--- src/rtl/cfgld_pkg.sv ---
package cfgld_pkg;
  localparam int WORD_W   = 16;
  localparam int EE_AW    = 6;
  localparam int CMD_BITS = 3 + EE_AW;
  localparam int PIN_N    = 4;
  localparam int OUT_N    = 3;
  localparam int PIN_CS   = 0;
  localparam int PIN_SK   = 1;
  localparam int PIN_DI   = 2;
  localparam int PIN_DO   = 3;
  localparam logic [2:0]        RD_OP    = 3'b110;
  localparam logic [WORD_W-1:0] SIG_WORD = 16'h55AA;

  typedef enum logic [1:0] {
    ST_WAIT,
    ST_XFER,
    ST_GAP,
    ST_FIN
  } ld_state_t;
endpackage

--- src/rtl/cfgld_strap_cap.sv ---
module cfgld_strap_cap #(
  parameter int W = 4
) (
  input  logic         clk,
  input  logic         rst,
  input  logic [W-1:0] pins_in,
  output logic [W-1:0] strap_q
);
  // Straps are static resistor levels: sample on every reset cycle, so the
  // value from the final reset edge is what remains.
  always_ff @(posedge clk) begin
    if (rst) strap_q <= pins_in;
  end
endmodule

--- src/rtl/cfgld_tick_gen.sv ---
module cfgld_tick_gen #(
  parameter int HALF_DIV = 256
) (
  input  logic clk,
  input  logic rst,
  input  logic en,
  output logic tick
);
  localparam int CW = (HALF_DIV > 1) ? $clog2(HALF_DIV) : 1;
  localparam logic [CW-1:0] LAST = CW'(HALF_DIV - 1);

  logic [CW-1:0] cnt;

  assign tick = en && (cnt == LAST);

  always_ff @(posedge clk) begin
    if (rst || !en) cnt <= '0;
    else if (tick)  cnt <= '0;
    else            cnt <= cnt + 1'b1;
  end
endmodule

--- src/rtl/cfgld_seq.sv ---
module cfgld_seq import cfgld_pkg::*; #(
  parameter int NUM_WORDS  = 14,
  parameter int WAIT_CYC   = 1100,
  parameter int GAP_HALVES = 2,
  parameter int IDX_W      = 4
) (
  input  logic              clk,
  input  logic              rst,
  input  logic              tick,
  input  logic              do_i,
  output logic              tick_en,
  output logic              cs_q,
  output logic              sk_q,
  output logic              di_q,
  output logic              oe_q,
  output logic              chip_rst_q,
  output logic              done_q,
  output logic              wr_en,
  output logic [IDX_W-1:0]  wr_addr,
  output logic [WORD_W-1:0] wr_data
);
  localparam int WW = (WAIT_CYC > 1) ? $clog2(WAIT_CYC) : 1;
  localparam int GW = (GAP_HALVES > 1) ? $clog2(GAP_HALVES) : 1;
  localparam logic [4:0]       FIRST_SMP = 5'(CMD_BITS - 1);
  localparam logic [4:0]       LAST_BIT  = 5'(CMD_BITS + WORD_W - 2);
  localparam logic [EE_AW-1:0] LAST_A    = EE_AW'(NUM_WORDS - 1);

  ld_state_t         st;
  logic [WW-1:0]     wait_cnt;
  logic [GW-1:0]     gap_cnt;
  logic [EE_AW-1:0]  addr;
  logic [4:0]        bcnt;
  logic              ph_hi;
  logic [WORD_W-1:0] shreg;

  logic [CMD_BITS-1:0] cmd;
  logic [CMD_BITS-1:0] cmd_sh;
  logic [4:0]          nxt_b;
  logic                di_nxt;
  logic [WORD_W-1:0]   word_in;

  assign cmd     = {RD_OP, addr};
  assign nxt_b   = bcnt + 5'd1;
  assign cmd_sh  = cmd << nxt_b;
  assign di_nxt  = (nxt_b < 5'(CMD_BITS)) && cmd_sh[CMD_BITS-1];
  assign word_in = {shreg[WORD_W-2:0], do_i};
  assign tick_en = (st == ST_XFER) || (st == ST_GAP);

  always_ff @(posedge clk) begin
    if (rst) begin
      st         <= ST_WAIT;
      wait_cnt   <= '0;
      gap_cnt    <= '0;
      addr       <= '0;
      bcnt       <= '0;
      ph_hi      <= 1'b0;
      shreg      <= '0;
      cs_q       <= 1'b0;
      sk_q       <= 1'b0;
      di_q       <= 1'b0;
      oe_q       <= 1'b0;
      chip_rst_q <= 1'b1;
      done_q     <= 1'b0;
      wr_en      <= 1'b0;
      wr_addr    <= '0;
      wr_data    <= '0;
    end else begin
      done_q <= 1'b0;
      wr_en  <= 1'b0;
      case (st)
        ST_WAIT: begin
          if (wait_cnt == WW'(WAIT_CYC - 1)) begin
            st    <= ST_XFER;
            oe_q  <= 1'b1;
            cs_q  <= 1'b1;
            di_q  <= cmd[CMD_BITS-1];
            bcnt  <= '0;
            ph_hi <= 1'b0;
          end else begin
            wait_cnt <= wait_cnt + 1'b1;
          end
        end
        ST_XFER: begin
          if (tick) begin
            if (!ph_hi) begin
              sk_q  <= 1'b1;
              ph_hi <= 1'b1;
            end else begin
              sk_q  <= 1'b0;
              ph_hi <= 1'b0;
              if (bcnt >= FIRST_SMP) shreg <= word_in;
              if (bcnt == LAST_BIT) begin
                cs_q <= 1'b0;
                di_q <= 1'b0;
                if ((addr == '0) && (word_in != SIG_WORD)) begin
                  st         <= ST_FIN;
                  done_q     <= 1'b1;
                  chip_rst_q <= 1'b0;
                  oe_q       <= 1'b0;
                end else begin
                  wr_en   <= 1'b1;
                  wr_addr <= addr[IDX_W-1:0];
                  wr_data <= word_in;
                  if (addr == LAST_A) begin
                    st         <= ST_FIN;
                    done_q     <= 1'b1;
                    chip_rst_q <= 1'b0;
                    oe_q       <= 1'b0;
                  end else begin
                    addr    <= addr + 1'b1;
                    st      <= ST_GAP;
                    gap_cnt <= '0;
                  end
                end
              end else begin
                bcnt <= nxt_b;
                di_q <= di_nxt;
              end
            end
          end
        end
        ST_GAP: begin
          if (tick) begin
            if (gap_cnt == GW'(GAP_HALVES - 1)) begin
              st   <= ST_XFER;
              cs_q <= 1'b1;
              di_q <= cmd[CMD_BITS-1];
              bcnt <= '0;
            end else begin
              gap_cnt <= gap_cnt + 1'b1;
            end
          end
        end
        default: begin
          cs_q <= 1'b0;
          sk_q <= 1'b0;
          di_q <= 1'b0;
          oe_q <= 1'b0;
        end
      endcase
    end
  end
endmodule

--- src/rtl/cfgld_regfile.sv ---
module cfgld_regfile #(
  parameter int NUM_WORDS  = 14,
  parameter int WORD_W     = 16,
  parameter int STRAP_W    = 4,
  parameter int STRAP_WORD = 1,
  parameter int IDX_W      = 4
) (
  input  logic               clk,
  input  logic               rst,
  input  logic [STRAP_W-1:0] strap,
  input  logic               wr_en,
  input  logic [IDX_W-1:0]   wr_addr,
  input  logic [WORD_W-1:0]  wr_data,
  input  logic [IDX_W-1:0]   rd_addr,
  output logic [WORD_W-1:0]  rd_data
);
  logic [WORD_W-1:0]    mem [NUM_WORDS];
  logic [NUM_WORDS-1:0] loaded;
  logic [WORD_W-1:0]    mem_q;
  logic [WORD_W-1:0]    dflt_q;
  logic                 sel_q;
  logic                 in_rng;

  assign in_rng = int'(rd_addr) < NUM_WORDS;

  // Plain RAM: no reset, one write and one registered read port.
  always_ff @(posedge clk) begin
    if (wr_en) mem[wr_addr] <= wr_data;
    mem_q <= mem[rd_addr];
  end

  // Valid bits overlay the strap-derived defaults.
  always_ff @(posedge clk) begin
    if (rst) begin
      loaded <= '0;
      sel_q  <= 1'b0;
      dflt_q <= '0;
    end else begin
      if (wr_en) loaded[wr_addr] <= 1'b1;
      sel_q  <= in_rng && loaded[rd_addr];
      dflt_q <= (in_rng && (int'(rd_addr) == STRAP_WORD)) ?
                {(WORD_W-STRAP_W)'(0), strap} : '0;
    end
  end

  assign rd_data = sel_q ? mem_q : dflt_q;
endmodule

--- src/rtl/serial_cfg_loader.sv ---
module serial_cfg_loader import cfgld_pkg::*; #(
  parameter int NUM_WORDS  = 14,
  parameter int HALF_DIV   = 256,
  parameter int WAIT_CYC   = 1100,
  parameter int GAP_HALVES = 2,
  parameter int STRAP_WORD = 1,
  parameter int IDX_W      = $clog2(NUM_WORDS)
) (
  input  logic              clk,
  input  logic              rst,
  input  logic [PIN_N-1:0]  pins_in,
  output logic [OUT_N-1:0]  pins_out,
  output logic [OUT_N-1:0]  pins_oe,
  output logic              chip_rst_o,
  output logic              done_o,
  input  logic [IDX_W-1:0]  cfg_addr,
  output logic [WORD_W-1:0] cfg_rdata
);
  localparam int SYNC_N = 2;

  logic [PIN_N-1:0]  strap;
  logic [SYNC_N-1:0] do_sync;
  logic              tick, tick_en;
  logic              cs_q, sk_q, di_q, oe_q;
  logic              wr_en;
  logic [IDX_W-1:0]  wr_addr;
  logic [WORD_W-1:0] wr_data;

  always_ff @(posedge clk) begin
    if (rst) do_sync <= '0;
    else     do_sync <= {do_sync[SYNC_N-2:0], pins_in[PIN_DO]};
  end

  cfgld_strap_cap #(.W(PIN_N)) strap_i (
    .clk     (clk),
    .rst     (rst),
    .pins_in (pins_in),
    .strap_q (strap)
  );

  cfgld_tick_gen #(.HALF_DIV(HALF_DIV)) tick_i (
    .clk  (clk),
    .rst  (rst),
    .en   (tick_en),
    .tick (tick)
  );

  cfgld_seq #(
    .NUM_WORDS  (NUM_WORDS),
    .WAIT_CYC   (WAIT_CYC),
    .GAP_HALVES (GAP_HALVES),
    .IDX_W      (IDX_W)
  ) seq_i (
    .clk        (clk),
    .rst        (rst),
    .tick       (tick),
    .do_i       (do_sync[SYNC_N-1]),
    .tick_en    (tick_en),
    .cs_q       (cs_q),
    .sk_q       (sk_q),
    .di_q       (di_q),
    .oe_q       (oe_q),
    .chip_rst_q (chip_rst_o),
    .done_q     (done_o),
    .wr_en      (wr_en),
    .wr_addr    (wr_addr),
    .wr_data    (wr_data)
  );

  cfgld_regfile #(
    .NUM_WORDS  (NUM_WORDS),
    .WORD_W     (WORD_W),
    .STRAP_W    (PIN_N),
    .STRAP_WORD (STRAP_WORD),
    .IDX_W      (IDX_W)
  ) rf_i (
    .clk     (clk),
    .rst     (rst),
    .strap   (strap),
    .wr_en   (wr_en),
    .wr_addr (wr_addr),
    .wr_data (wr_data),
    .rd_addr (cfg_addr),
    .rd_data (cfg_rdata)
  );

  always_comb begin
    pins_out         = '0;
    pins_out[PIN_CS] = cs_q;
    pins_out[PIN_SK] = sk_q;
    pins_out[PIN_DI] = di_q;
    pins_oe          = {OUT_N{oe_q}};
  end
endmodule

--- config.mk ---
export PLATFORM = sky130hd
export DESIGN_NAME = serial_cfg_loader
export DESIGN_NICKNAME = d
export VERILOG_FILES = /design/src/rtl/cfgld_pkg.sv /design/src/rtl/cfgld_strap_cap.sv /design/src/rtl/cfgld_tick_gen.sv /design/src/rtl/cfgld_seq.sv /design/src/rtl/cfgld_regfile.sv /design/src/rtl/serial_cfg_loader.sv
export SDC_FILE = /design/constraint.sdc
export NUM_CORES = 1
export LEC_CHECK = 0
export ABC_CLOCK_PERIOD_IN_PS = 3800
export BUFFER_PORTS_ARGS = -buffer_cell sky130_fd_sc_hd__buf_4
export CORE_MARGIN = 5
export CORE_UTILIZATION = 53
export DETAILED_ROUTE_END_ITERATION = 10
export GPL_ROUTABILITY_DRIVEN = 0
export PLACE_DENSITY = 0.69
export SETUP_SLACK_MARGIN = 0.05
export SYNTH_ARGS = -nofsm -noshare
export SYNTH_HDL_FRONTEND = slang
export SYNTH_SLANG_ARGS = --single-unit
--- constraint.sdc ---
create_clock -name clk -period 3.8 [get_ports clk]
set_input_delay 0.76 -clock clk [delete_from_list [all_inputs] [get_ports clk]]
set_output_delay 0.76 -clock clk [all_outputs]
set_load 0.005 [all_outputs]
* Yosys cells after proc, flatten, opt, wreduce, memory -nomap -nowiden
Memory sizes are Yosys's and may differ from the RTL's. A register that Yosys moved wholly into a read port is not among the register bits. Index checks and enable logic that the tools add are counted.
Operators by class: add/subtract/negate cells 5, $lt $le $gt $ge 6, equality and inequality tests 18, shift operators 1, muxes and demuxes 56, bitwise operators 11, reduce and logical (&&, ||, !) cells 32
Operators by type and width (count):
- $mux W1 | 32
- $mux W5 | 6
- $reduce_and A7 Y1 | 3
- $reduce_and A6 Y1 | 3
- $mux W16 | 1
- $ne A16 B15 Y1 const B | 1
- $pmux W5 S3 | 1
- $reduce_and A5 Y1 | 3
- $mux W2 | 7
- $or A14 B14 Y14 | 1
- $add A11 B1 Y11 const B | 1
- $eq A11 B11 Y1 const B | 1
- $lt A4 B5 Y1 const B | 2
- $ne A2 B1 Y1 const B | 5
- $not A1 Y1 | 10
- $pmux W1 S3 | 3
- $shl A9 B5 Y9 | 1
- $add A8 B1 Y8 const B | 1
- $eq A8 B8 Y1 const B | 1
- $ne A2 B2 Y1 const B | 4
- $add A6 B1 Y6 const B | 1
- $eq A6 B4 Y1 const B | 1
- $logic_and A1 B1 Y1 | 6
- $logic_not A6 Y1 | 1
- 25 further kinds | 33
Word-level totals: flip-flop bits (word level) 113, bits in writable memories 224, input port bits 10, output and inout port bits 24, word-level logic and storage cells 153, memories kept 1
Memories:
- rf_i.mem | depth 14, bits a word 16, read ports 1, clocked after memory_dff 1, write ports 1, RTL line cfgld_regfile.sv:17 | logic [WORD_W-1:0] mem [NUM_WORDS];

* Depth between registers and ports, before layout
depth in word-level cells 7, gate-level depth with buffers 9, gate-level depth less buffers 7

* Cells and area by module
Synthesis repeated with hierarchy kept, for this count alone.
Second synthesis, totals: cell total of the unflattened synthesis 966, area total of the unflattened synthesis 13787.0 um2
By module, submodules not included:
- cfgld_regfile | times used 1, cells an instance 551, area each 10014.6 um2, seq. area each 7427.1 um2
- cfgld_seq | times used 1, cells an instance 361, area each 3200.6 um2, seq. area each 1361.3 um2
- cfgld_tick_gen | times used 1, cells an instance 40, area each 354.1 um2, seq. area each 160.2 um2
- cfgld_strap_cap | times used 1, cells an instance 4, area each 120.1 um2, seq. area each 120.1 um2
- serial_cfg_loader | times used 1, cells an instance 10, area each 97.6 um2, seq. area each 40.0 um2

* Least setup slack after synthesis
No wires, ideal clock.
path kind in2reg, start point input cfg_addr[0], end point register rf_i.mem_q[11] (read register of rf_i.mem), library setup time 0.122 ns, arrival time 2.404 ns, data required time 3.678 ns, slack 1.275 ns, cell stages on the path 7, buffers on the path 4, cell sequence buf_2 > buf_2 > buf_2 > buf_4 > mux2i_1 > o21ai_0 > a221o_1
RTL lines:
- from (decl) | RTL line serial_cfg_loader.sv:16 | input logic [IDX_W-1:0] cfg_addr,
- to (decl) | RTL line cfgld_regfile.sv:19 | logic [WORD_W-1:0] mem_q;

* Worst setup path in the final report
start point register rf_i.sel_q, end point output cfg_rdata[1]
On the way: word-level cells in the longest chain between the ends 1
Ends and longest elaborated chain:
- from (decl) | RTL line cfgld_regfile.sv:21 | logic sel_q;
- from (signal assigned) | RTL line cfgld_regfile.sv:40 | sel_q <= in_rng && loaded[rd_addr];
- $mux W16 | RTL line cfgld_regfile.sv:46 | assign rd_data = sel_q ? mem_q : dflt_q;
- to (decl) | RTL line serial_cfg_loader.sv:17 | output logic [WORD_W-1:0] cfg_rdata
No other way between the ends.

==> results.txt <==
For the placeable core region, the log shows 25000 sq um. The routed layout has 7422 vias. The clock tree synthesis step divided the H-tree into 2 levels.

The arrival time of data at the critical path endpoint is 1.91 ns, and the actual transition at the worst max-transition pin is 0.972 ns. Dividing total power by cell area gives a power density of 525 nW/um^2. During synthesis, Yosys emitted a total of 0 warnings. The total of hold buffers inserted after clock tree synthesis is 0. The starting density of the core is 53.5%, and the number of filler cells placed in the layout is 1850.

After synthesis the netlist holds a flip-flop and latch count of 341. The critical path class was reg -> out. The first-pass iteration count of the detailed router was 5.

Headroom to the max-slew limit came out at 35.2%. The shortest clock period the worst path allows after layout was 2.67 ns. The clock net in this run drives a total of 341 sinks. On the final layout, the worst hold slack is 0.429 ns. Of all nets on the critical path, the largest fanout is 16.

The flow ran to the end, and the final reports show no timing, DRC or antenna violations. The cell leakage power was 0.00551 uW. The post-detailed-route via-to-cell ratio is 5.75. Across the whole layout, storage elements account for 9110 sq um. The sum of internal, switching and leakage power was 7980 uW; the die width was 169 microns. In this run the worst setup path terminates at cfg_rdata[1]. The first global-routing pass estimated 41.7 mm of wire.

The number of inserted diodes was 0. Wires add up to 26.4 mm. The tools report the largest buffer count on any clock path as 3. A synthesized cell averages 15.0 sq um. For the post-layout instance area, the log shows 15200 sq um.

The chip height was 169 microns; the least setup slack across all paths after layout was 1.13 ns. For this run, the total global-route usage over all layers was measured as 18.8%. The fraction of synthesized cell area taken by the top area cell type is 51.3%, and the sum of negative setup slack is 0 ns.

The number of DRC markers in iteration 0 is 591, and the port buffer count is 33. In this run the worst hold path is classified as in -> reg. The logs give 956 for the final-stage net count and 95 for the pin count of the biggest net entering global routing. The largest stage delay on the critical path works out to 0.85 ns. The launching point of the worst reg2reg path is seq_i.st[1]. Clock latency of the later-clocked register in the worst-skew pair: 0.51 ns. The largest total area in the synthesized netlist belongs to edfxtp_1.

The count of different cell masters after synthesis is 58. Yosys attributes the largest share of cell area to edfxtp_1 51%, dfxtp_1 17%, mux4_2 7.4%. The slowest cell on the critical path was dfxtp_1. Detailed placement ended at an HPWL of 15.6 mm.

The worst register-to-register path has a setup slack of 1.36 ns. Worst setup slack after placement: 1.25 ns. The number of enable flip-flop cells after synthesis works out to 228. The worst setup path is captured at an output pin. TritonCTS built the clock tree.

The synthesized netlist occupies a cell area of 13400 sq um. The average wire per standard cell is 20.5 microns, and the depth of the worst register-to-register path is 6. Traced cell by cell, the critical path runs through mux2_2, buf_4. The number of global-route vias before repair was 7403. The fmax was 375 MHz. Dividing the final minimum period by the clock period gives 70.2%. For this run, design rule violations remaining after detail routing come to 0. After clock tree synthesis, the setup repair step added 0 buffers.

The tool flagged a number of max-cap violations equal to 0. Across the VDD grid, the largest voltage drop is 340 uV. Synthesis handed over a netlist of 893 instances.

Setup repair after global routing left no endpoint under its margin. The final number of max-transition violations was 0. The final count of hold timing violations came out at 0.

STA classifies the critical path startpoint as a flip-flop. After synthesis, the share of flip-flops with an asynchronous set or reset is 0%. For the number of antenna violations at the first check in global routing, the log shows 0. The required time of the worst setup path was 3.04 ns. TritonCTS created 36 clock buffers.

The worst reg2reg path endpoint was seq_i.addr[4]. The multi-input combinational cells in the finished layout cover a total of 3990 sq um. Setup violations remaining at the end of the flow were counted as 0. After clock tree synthesis, the clock-pin slew on the worst setup and hold paths is 0.06 ns. The main flop type after synthesis was edfxtp_1.

For the full die area, the log shows 28500 sq um. The share of the yosys chip area belonging to registers is 68.2%. The total overflow left after global routing is 0. In this run, post-CTS repair resized a total of 0 instances.

When the netlist entered floorplanning its net count stood at 914. The count of pins on the block boundary came out at 34. The root buffer cell was clkbuf_16.

The area growth from synthesis to layout is 13.9%. Share of final-layout standard cells stronger than drive strength 1: 19.6%. The floorplan has 58 rows. Launch point of the worst path: rf_i.sel_q.

Remaining number of nets flagged by the antenna check after routing: 0. The clock arrives with 0.0226 ns of skew. Cell area after placement: 14000 sq um.
-- worst max-delay path, delay by kind of cell (launching register included) --
kind / cells / cell delay (ns)
DFF: 1 / 0.85
buffers and inverters: 1 / 0.14
muxes: 1 / 0.42
-- layer usage --
layer  share of wire, %  routed length (microns)  up-vias  track usage, %
li1                   -                        -     3466               -
met1                 44                    11500     3737            26.1
met2                 49                    12800      180            31.0
met3                5.3                     1410       39            2.80
met4                2.4                      644        0            5.96
met5                  0                        0        -               0
-- synthesized netlist by cell type, types with 2 or more instances --
cell type,number
and2_1,19
mux2i_1,75
nor3b_1,2
mux4_2,44
nor4b_1,2
nand2b_1,6
o22ai_1,12
o31ai_1,4
nor2_1,108
buf_1,4
or3b_2,2
xor2_1,8
nand3_1,14
a41oi_1,2
clkbuf_1,30
buf_2,10
nand2_1,26
nor3_1,10
nor4_1,2
inv_1,15
nand4bb_1,2
a31oi_1,5
ha_1,11
and3_1,3
or3_1,7
o21a_1,2
nor2b_1,3
o211ai_1,2
a311oi_1,2
nand4_1,7
or4_1,6
and4_1,3
nand3b_1,3
buf_4,8
xnor2_1,8
mux2_2,11
dfxtp_1,113
o21ai_0,27
a221o_1,11
edfxtp_1,228
a21oi_1,19
-- state kept, by name (all words and copies together), names as in the netlist, 2 cells and up --
register	count
seq_i.st	2
strap_i.strap_q	4
rf_i.mem	224
do_sync	2
seq_i.wait_cnt	11
seq_i.shreg	15
rf_i.dflt_q	4
tick_i.cnt	8
seq_i.wr_data	16
rf_i.loaded	14
seq_i.addr	6
seq_i.wr_addr	4
rf_i.mem_q	16
seq_i.bcnt	5
-- how the worst min path moves through the flow --
| stage | slack (ns) | from | cells after the start | to |
|---|---|---|---|---|
| 2_1_floorplan | 0.41 | tick_i.cnt[0] | 1 | tick_i.cnt[0] |
| 3_3_place_gp | 0.42 | tick_i.cnt[0] | 1 | tick_i.cnt[0] |
| 3_5_place_dp | 0.43 | tick_i.cnt[0] | 1 | tick_i.cnt[0] |
| 4_1_cts | 0.40 | pins_in[2] | 1 | strap_i.strap_q[2] |
| 5_1_grt | 0.41 | pins_in[1] | 1 | strap_i.strap_q[1] |
| 6_report | 0.43 | pins_in[2] | 1 | strap_i.strap_q[2] |
-- cells in the final DEF (no fill, tap or decap), types with 19 or more instances in the layout --
| cell | count |
|---|---|
| o21ai_0 | 27 |
| buf_4 | 56 |
| edfxtp_1 | 228 |
| nand2_1 | 26 |
| mux2i_1 | 75 |
| clkbuf_16 | 37 |
| mux4_2 | 44 |
| and2_1 | 19 |
| dfxtp_1 | 113 |
| nor2_1 | 98 |
| a21oi_1 | 19 |
-- cell type report --
type                    count  share of cell area, %
clock inverters            16                   1.58
well taps                 330                   2.71
inverters                  15                  0.370
repair buffers             57                   2.89
clock buffers              48                   6.36
multi-input cells         484                   26.2
flip-flops and latches    341                   59.9
-- report_power, final --
part           switching, uW  total, uW  internal (uW)  leakage [uW]
clock                   1350       3560           2200      0.000585
sequential              33.6       4000           3960       0.00303
combinational            238        430            192       0.00190
-- metrics by stage --
step | util [%] | cells
6_report | 60.9 | 1291
5_1_grt | 60.9 | 1291
4_1_cts | 60.9 | 1291
3_5_place_dp | 56.1 | 1227
3_3_place_gp | 56.1 | 1227
2_1_floorplan | - | 893
-- cell families after synthesis --
family          after synthesis  share of synthesized area [%]
buf+inv                      68                           2.29
compound gates               95                           4.66
fa+ha+maj                    11                           1.03
xor+xnor                     16                           1.05
mux                         130                           14.0
flops                       341                           68.2
simple gates                232                           8.79
Power figures use the tool's default switching activity.
